==> src/rtl/access_pacer_pkg.sv <==
package access_pacer_pkg;

  typedef enum logic [2:0] {
    RG_FLASH = 3'd0,
    RG_SRAM  = 3'd1,
    RG_DEE   = 3'd2,
    RG_PERI  = 3'd3,
    RG_PORT  = 3'd4,
    RG_IDLE  = 3'd6,
    RG_NONE  = 3'd7
  } region_e;

  typedef enum logic [1:0] {
    ST_IDLE  = 2'd0,
    ST_SETUP = 2'd1,
    ST_WAIT  = 2'd2,
    ST_HOLD  = 2'd3
  } state_e;

  // control -> datapath
  typedef struct packed {
    logic capture;
    logic loadSetup;
    logic loadWait;
    logic loadHold;
    logic countDown;
  } ctl_strobe_t;

  // datapath -> control
  typedef struct packed {
    logic cntZero;
    logic waitEmpty;
    logic holdEmpty;
  } dp_status_t;

endpackage

==> src/rtl/access_pacer_decode.sv <==
module access_pacer_decode
  import access_pacer_pkg::*;
#(
  parameter int ADDR_W  = 16,
  parameter logic [ADDR_W-1:0] FLASH_HI = 16'hBFFF,
  parameter logic [ADDR_W-1:0] SRAM_LO  = 16'hC000,
  parameter logic [ADDR_W-1:0] SRAM_HI  = 16'hCBFF,
  parameter logic [ADDR_W-1:0] DEE_LO   = 16'hF000,
  parameter logic [ADDR_W-1:0] DEE_HI   = 16'hF27F,
  parameter logic [ADDR_W-1:0] PORT_LO  = 16'hFB00,
  parameter logic [ADDR_W-1:0] PORT_HI  = 16'hFBFF,
  parameter logic [ADDR_W-1:0] PERI_LO  = 16'hF800
) (
  input  logic [ADDR_W-1:0] addr,
  output region_e           region
);

  // Flash starts at zero; peripherals run to the top of the space.
  always_comb begin
    if (addr <= FLASH_HI)                          region = RG_FLASH;
    else if (addr >= SRAM_LO && addr <= SRAM_HI)   region = RG_SRAM;
    else if (addr >= DEE_LO && addr <= DEE_HI)     region = RG_DEE;
    else if (addr >= PORT_LO && addr <= PORT_HI)   region = RG_PORT;
    else if (addr >= PERI_LO)                      region = RG_PERI;
    else                                           region = RG_NONE;
  end

endmodule

==> src/rtl/access_pacer_dp.sv <==
module access_pacer_dp
  import access_pacer_pkg::*;
#(
  parameter int FIELD_W = 3,
  parameter int CNT_W   = 5
) (
  input  logic               clk,
  input  logic               rstN,
  input  ctl_strobe_t        strobe,
  input  region_e            regionIn,
  input  logic               isWrite,
  input  logic               flashFastRd,
  input  logic [FIELD_W-1:0] flashWait,
  input  logic [FIELD_W-1:0] flashHold,
  input  logic [FIELD_W-1:0] extraWr,
  input  logic               eeZeroWs,
  input  logic [FIELD_W-1:0] ioWait,
  input  logic [FIELD_W-1:0] ioHold,
  output dp_status_t         status,
  output region_e            regionQ
);

  localparam logic [CNT_W-1:0] ONE = CNT_W'(1);

  logic [CNT_W-1:0] setupLen, waitLen, holdLen;
  logic [CNT_W-1:0] waitQ, holdQ, cnt;
  logic [CNT_W-1:0] extraLen;

  assign extraLen = isWrite ? CNT_W'(extraWr) : '0;

  // Phase lengths from the live inputs; used only in the accept cycle.
  always_comb begin
    setupLen = ONE;
    waitLen  = '0;
    holdLen  = '0;
    unique case (regionIn)
      RG_FLASH: begin
        if (flashFastRd) begin
          setupLen = ONE;
          waitLen  = extraLen;
        end else begin
          setupLen = CNT_W'(2);
          waitLen  = CNT_W'(flashWait) + extraLen;
          holdLen  = CNT_W'(flashHold);
        end
      end
      RG_DEE:  setupLen = eeZeroWs ? ONE : CNT_W'(2);
      RG_PERI: setupLen = CNT_W'(2);
      RG_PORT: begin
        setupLen = CNT_W'(3);
        waitLen  = CNT_W'(ioWait) + extraLen;
        holdLen  = CNT_W'(ioHold);
      end
      default: setupLen = ONE;
    endcase
  end

  always_ff @(posedge clk or negedge rstN) begin
    if (!rstN) begin
      waitQ   <= '0;
      holdQ   <= '0;
      regionQ <= RG_IDLE;
    end else if (strobe.capture) begin
      waitQ   <= waitLen;
      holdQ   <= holdLen;
      regionQ <= regionIn;
    end
  end

  always_ff @(posedge clk or negedge rstN) begin
    if (!rstN)                 cnt <= '0;
    else if (strobe.loadSetup) cnt <= setupLen - ONE;
    else if (strobe.loadWait)  cnt <= waitQ - ONE;
    else if (strobe.loadHold)  cnt <= holdQ - ONE;
    else if (strobe.countDown) cnt <= cnt - ONE;
  end

  assign status.cntZero   = (cnt == '0);
  assign status.waitEmpty = (waitQ == '0);
  assign status.holdEmpty = (holdQ == '0);

endmodule

==> src/rtl/access_pacer_ctrl.sv <==
module access_pacer_ctrl
  import access_pacer_pkg::*;
(
  input  logic        clk,
  input  logic        rstN,
  input  logic        reqValid,
  input  dp_status_t  status,
  output ctl_strobe_t strobe,
  output logic        phaseSetup,
  output logic        phaseWait,
  output logic        phaseHold,
  output logic        busy,
  output logic        ready
);

  state_e state, stateNext;

  always_comb begin
    strobe    = '0;
    stateNext = state;
    ready     = 1'b0;
    unique case (state)
      ST_IDLE: begin
        if (reqValid) begin
          strobe.capture   = 1'b1;
          strobe.loadSetup = 1'b1;
          stateNext        = ST_SETUP;
        end
      end
      ST_SETUP: begin
        if (!status.cntZero) begin
          strobe.countDown = 1'b1;
        end else if (!status.waitEmpty) begin
          strobe.loadWait = 1'b1;
          stateNext       = ST_WAIT;
        end else if (!status.holdEmpty) begin
          strobe.loadHold = 1'b1;
          stateNext       = ST_HOLD;
        end else begin
          ready     = 1'b1;
          stateNext = ST_IDLE;
        end
      end
      ST_WAIT: begin
        if (!status.cntZero) begin
          strobe.countDown = 1'b1;
        end else if (!status.holdEmpty) begin
          strobe.loadHold = 1'b1;
          stateNext       = ST_HOLD;
        end else begin
          ready     = 1'b1;
          stateNext = ST_IDLE;
        end
      end
      ST_HOLD: begin
        if (!status.cntZero) begin
          strobe.countDown = 1'b1;
        end else begin
          ready     = 1'b1;
          stateNext = ST_IDLE;
        end
      end
      default: stateNext = ST_IDLE;
    endcase
  end

  always_ff @(posedge clk or negedge rstN) begin
    if (!rstN) state <= ST_IDLE;
    else       state <= stateNext;
  end

  assign phaseSetup = (state == ST_SETUP);
  assign phaseWait  = (state == ST_WAIT);
  assign phaseHold  = (state == ST_HOLD);
  assign busy       = (state != ST_IDLE);

endmodule

==> src/rtl/access_pacer.sv <==
module access_pacer
  import access_pacer_pkg::*;
#(
  parameter int ADDR_W  = 16,
  parameter int FIELD_W = 3
) (
  input  logic               clk,
  input  logic               rstN,
  input  logic               reqValid,
  input  logic               reqWrite,
  input  logic [ADDR_W-1:0]  reqAddr,
  input  logic               flashFastRd,
  input  logic [FIELD_W-1:0] flashWait,
  input  logic [FIELD_W-1:0] flashHold,
  input  logic [FIELD_W-1:0] extraWr,
  input  logic               eeZeroWs,
  input  logic [FIELD_W-1:0] ioWait,
  input  logic [FIELD_W-1:0] ioHold,
  output logic [2:0]         regionSel,
  output logic               phaseSetup,
  output logic               phaseWait,
  output logic               phaseHold,
  output logic               busy,
  output logic               ready,
  output logic               decodeErr
);

  // Longest access: base 3 + wait + extra + hold, all fields at maximum.
  localparam int FIELD_MAX = (1 << FIELD_W) - 1;
  localparam int LEN_MAX   = 3 + 3 * FIELD_MAX;
  localparam int CNT_W     = $clog2(LEN_MAX + 1);

  region_e     regionLive, regionQ;
  ctl_strobe_t strobe;
  dp_status_t  status;

  access_pacer_decode #(.ADDR_W(ADDR_W)) u_decode (
    .addr   (reqAddr),
    .region (regionLive)
  );

  access_pacer_dp #(.FIELD_W(FIELD_W), .CNT_W(CNT_W)) u_dp (
    .clk         (clk),
    .rstN        (rstN),
    .strobe      (strobe),
    .regionIn    (regionLive),
    .isWrite     (reqWrite),
    .flashFastRd (flashFastRd),
    .flashWait   (flashWait),
    .flashHold   (flashHold),
    .extraWr     (extraWr),
    .eeZeroWs    (eeZeroWs),
    .ioWait      (ioWait),
    .ioHold      (ioHold),
    .status      (status),
    .regionQ     (regionQ)
  );

  access_pacer_ctrl u_ctrl (
    .clk        (clk),
    .rstN       (rstN),
    .reqValid   (reqValid),
    .status     (status),
    .strobe     (strobe),
    .phaseSetup (phaseSetup),
    .phaseWait  (phaseWait),
    .phaseHold  (phaseHold),
    .busy       (busy),
    .ready      (ready)
  );

  assign regionSel = busy ? regionQ : RG_IDLE;
  assign decodeErr = busy && (regionQ == RG_NONE);

endmodule

==> config.mk <==
export PLATFORM = sky130hd
export DESIGN_NAME = access_pacer
export DESIGN_NICKNAME = d
export VERILOG_FILES = /design/src/rtl/access_pacer_pkg.sv /design/src/rtl/access_pacer_decode.sv /design/src/rtl/access_pacer_dp.sv /design/src/rtl/access_pacer_ctrl.sv /design/src/rtl/access_pacer.sv
export SDC_FILE = /design/constraint.sdc
export NUM_CORES = 1
export LEC_CHECK = 0
export CORE_MARGIN = 1
export CORE_UTILIZATION = 25
export CTS_CLUSTER_SIZE = 25
export DETAILED_ROUTE_END_ITERATION = 12
export PLACE_DENSITY = 0.63
export SLEW_MARGIN = 10
export SYNTH_ARGS = -nofsm -noshare
export SYNTH_HDL_FRONTEND = slang
export SYNTH_SLANG_ARGS = --single-unit
==> constraint.sdc <==
create_clock -name clk -period 2.4 [get_ports clk]
set_input_delay 0.48 -clock clk [delete_from_list [all_inputs] [get_ports clk]]
set_output_delay 0.48 -clock clk [all_outputs]
set_load 0.005 [all_outputs]
==> out/qor.csv <==
stage,metric,value,unit
grt,first-pass GRT wire length,5950,um
critical_path,"CP delay by family, top",simple AND/OR/NAND/NOR gates,
run_status,status,"finished, final reports clean",
logic_synthesis,Syn Nets,209,
power,PwrDens,958,mW/mm2
timing,worst setup slack after layout,0.00401,ns
critical_path,max incr delay on CP,0.58,ns
critical_path,worst path arrival time,2.53,ns
layout,layout cell share with drive strength beyond 1,0.198,
timing,Fin Clk Skew,0.00176,ns
timing,Worst Max-Slew Pin Slew,0.495,ns
placement,Placer Congestion,0.793,
grt,initial antenna violation count,0,
logic_synthesis,sequential-to-total area share from yosys stat,0.309,
clocking,cts bufs inserted,3,
layout,Final #Nets,268,
critical_path,worst path required time,2.54,ns
critical_path,Crit Path Category,flop to flop,
layout,# fillers,570,
logic_synthesis,Yosys Warn Count,0,
worst_hold_path,HP Class,flop to flop,
detailed_routing,TritonRoute pass-1 iters,4,
placement,# port buffers,38,
critical_path,CP max FO,5,
clocking,clock root cell,clkbuf_8,
logic_synthesis,Post-synth EDFFs,0,
critical_path,critical-path cell list,"or4_4, or4b_4, o21ai_2, a2bb2oi_2, ha_2, nand4b_1, xor2_1",
clocking,CTS max path bufs,2,
clocking,CTS tree,done,
clocking,H-Tree Depth,1,
critical_path,crit start category,flop,
detailed_routing,Remaining DRCs,0,
detailed_routing,antenna-violating nets left,0,
floorplanning,row count,26,
logic_synthesis,synth unique cells,43,
floorplanning,Die Wd,76.4,um
timing,Fin Setup TNS,0,ns
critical_path,worst path bufs/invs,0,
detailed_routing,Wirelength per Cell,12.1,um
floorplanning,core area,0.00520,mm2
logic_synthesis,"Cell Area, Synth",0.00138,mm2
logic_synthesis,synthesized area per cell,8.70,um2
floorplanning,initial core utilization,0.266,
grt,largest net degree at the start of global routing,18,
detailed_routing,Iteration-0 DRC Markers,52,
grt,vias in the first global route,1316,
timing,RSZ-0062 raised after global routing,true,
detailed_routing,total number of vias,1356,
grt,Overflow after GRT,0,
logic_synthesis,predominant post-synthesis flop cell,dfrtp_1,
logic_synthesis,ys async rst share,1.00,
timing,"Slew Viols, Final",0,
power,leakage,0.872,nW
timing,fmax,0.417,GHz
clocking,"Clk Latency, worst-skew pair",0.25,ns
timing,# setup viols final,0,
power,Final Power,1.98,mW
critical_path,critical path capture point type,flop,
timing,Tmin final,2.40,ns
placement,dpl ws,-0.0462,ns
layout,diode count,0,
timing,slew margin rel.,0.667,
floorplanning,Die ar.,0.00584,mm2
timing,Final period util,0.998,
floorplanning,Die Ht,76.4,um
grt,total track usage,0.127,
floorplanning,Top Ports,46,
logic_synthesis,cell count after synthesis,159,
timing,Final Hold Viols,0,
logic_synthesis,Synth Register Bits,17,
placement,dpl hpwl,2780,um
critical_path,crit path max-delay cell type,or4_4,
detailed_routing,Vias/cell,4.72,
layout,P&R area growth vs syn,49.6,%
clocking,clock-pin slew of the registers on the worst-case setup and hold paths,0.06,ns
flow_run,max cap viols,0,
clocking,clk sink count,17,
detailed_routing,Total Wirelength,3480,um
power,peak supply drop,338,uV
-- layout make-up --
cell class                 count  area [um2]  area share
sequential                    17         428       0.207
clock buffer                   4        45.0      0.0218
multi-input combinational    130         946       0.457
timing repair buffer          59         538       0.260
inverter                       7        26.3      0.0127
tap                           70        87.6      0.0423
-- logic make-up after synthesis --
family,synth area share
AOI/OAI and AO/OA,0.243
muxes,0.0244
xor gates and xnor gates,0.0317
buffers and inverters,0.0344
adders and majority gates,0.128
DFF,0.309
and+or+nand+nor,0.229
-- registers in the layout, summed over array words and instances (netlist names) --
register,cells
u_dp.holdQ,3
u_ctrl.state,2
u_dp.cnt,5
u_dp.waitQ,4
u_dp.regionQ,3
-- layer usage --
layer  global-route usage  vias to the layer above  routed length, um
met5                    0                        -                  0
met4               0.0577                        0                 61
met3               0.0156                        5                117
met2                0.205                       34               1580
met1                0.169                      616               1710
li1                     -                      701                  -
-- where the power goes --
| group | internal (mW) | switching [mW] | leakage [nW] |
|---|---|---|---|
| combinational | 0.655 | 0.528 | 0.649 |
| clock | 0.118 | 0.0962 | 0.0228 |
| sequential | 0.450 | 0.137 | 0.201 |
| total | 1.22 | 0.761 | 0.872 |
-- metrics by stage --
stage | cell area (um2) | std cells | hold slack (ns) | utilization
2_1_floorplan | 1380 | 159 | 0.184 | -
3_3_place_gp | 1980 | 282 | 0.500 | 0.381
3_5_place_dp | 1980 | 282 | 0.503 | 0.381
4_1_cts | 2040 | 286 | 0.518 | 0.392
5_1_grt | 2070 | 287 | 0.532 | 0.398
6_report | 2070 | 287 | 0.518 | 0.398
-- cell usage in the layout, fill, tap and decap left out, drive strengths merged, types with 3 or more instances in the layout --
cell,netlist,routed
clkdlybuf4s50,0,37
nor2,23,23
buf,2,21
dfrtp,15,15
a21oi,12,12
ha,11,11
nand2,9,9
o21ai,9,9
inv,7,7
a221oi,5,5
and2,4,4
clkbuf,3,4
or2,3,3
o21a,3,3
a311oi,3,3
a21o,3,3
nor3,3,3
a22o,3,3
mux2,3,3
xor2,3,3
a31oi,3,3
-- path summary, 6_finish.rpt --
kind	start	slack (ns)	depth (start not counted)	end
max	u_dp.cnt[4]	0.004	7	u_dp.cnt[4]
min in group asynchronous	rstN	0.56	2	u_ctrl.state[1]
min reg2reg	u_dp.regionQ[0]	0.52	1	u_dp.regionQ[0]
max in group asynchronous	rstN	1.58	2	u_dp.regionQ[2]
min	u_dp.regionQ[0]	0.52	1	u_dp.regionQ[0]
max reg2reg	u_dp.cnt[4]	0.004	7	u_dp.cnt[4]
-- cell usage after synthesis (all sizes together) (3+ instances only) --
cell type / instances / area share
a21o: 3 / 0.016
a21oi: 12 / 0.043
a221oi: 5 / 0.032
a22o: 3 / 0.019
a311oi: 3 / 0.019
a31oi: 3 / 0.014
and2: 4 / 0.018
clkbuf: 3 / 0.0081
dfrtp: 15 / 0.27
ha: 11 / 0.099
inv: 7 / 0.019
mux2: 3 / 0.024
nand2: 9 / 0.024
nor2: 23 / 0.062
nor3: 3 / 0.011
o21a: 3 / 0.016
o21ai: 9 / 0.035
or2: 3 / 0.014
xor2: 3 / 0.019
-- repair_timing --
action,4_1_cts,5_1_grt
resized for setup,4,6
pin swaps,0,0
endpoints found under the setup margin,3,4
setup buffers,0,1
hold buffers,0,0
Power figures use the tool's default switching activity.
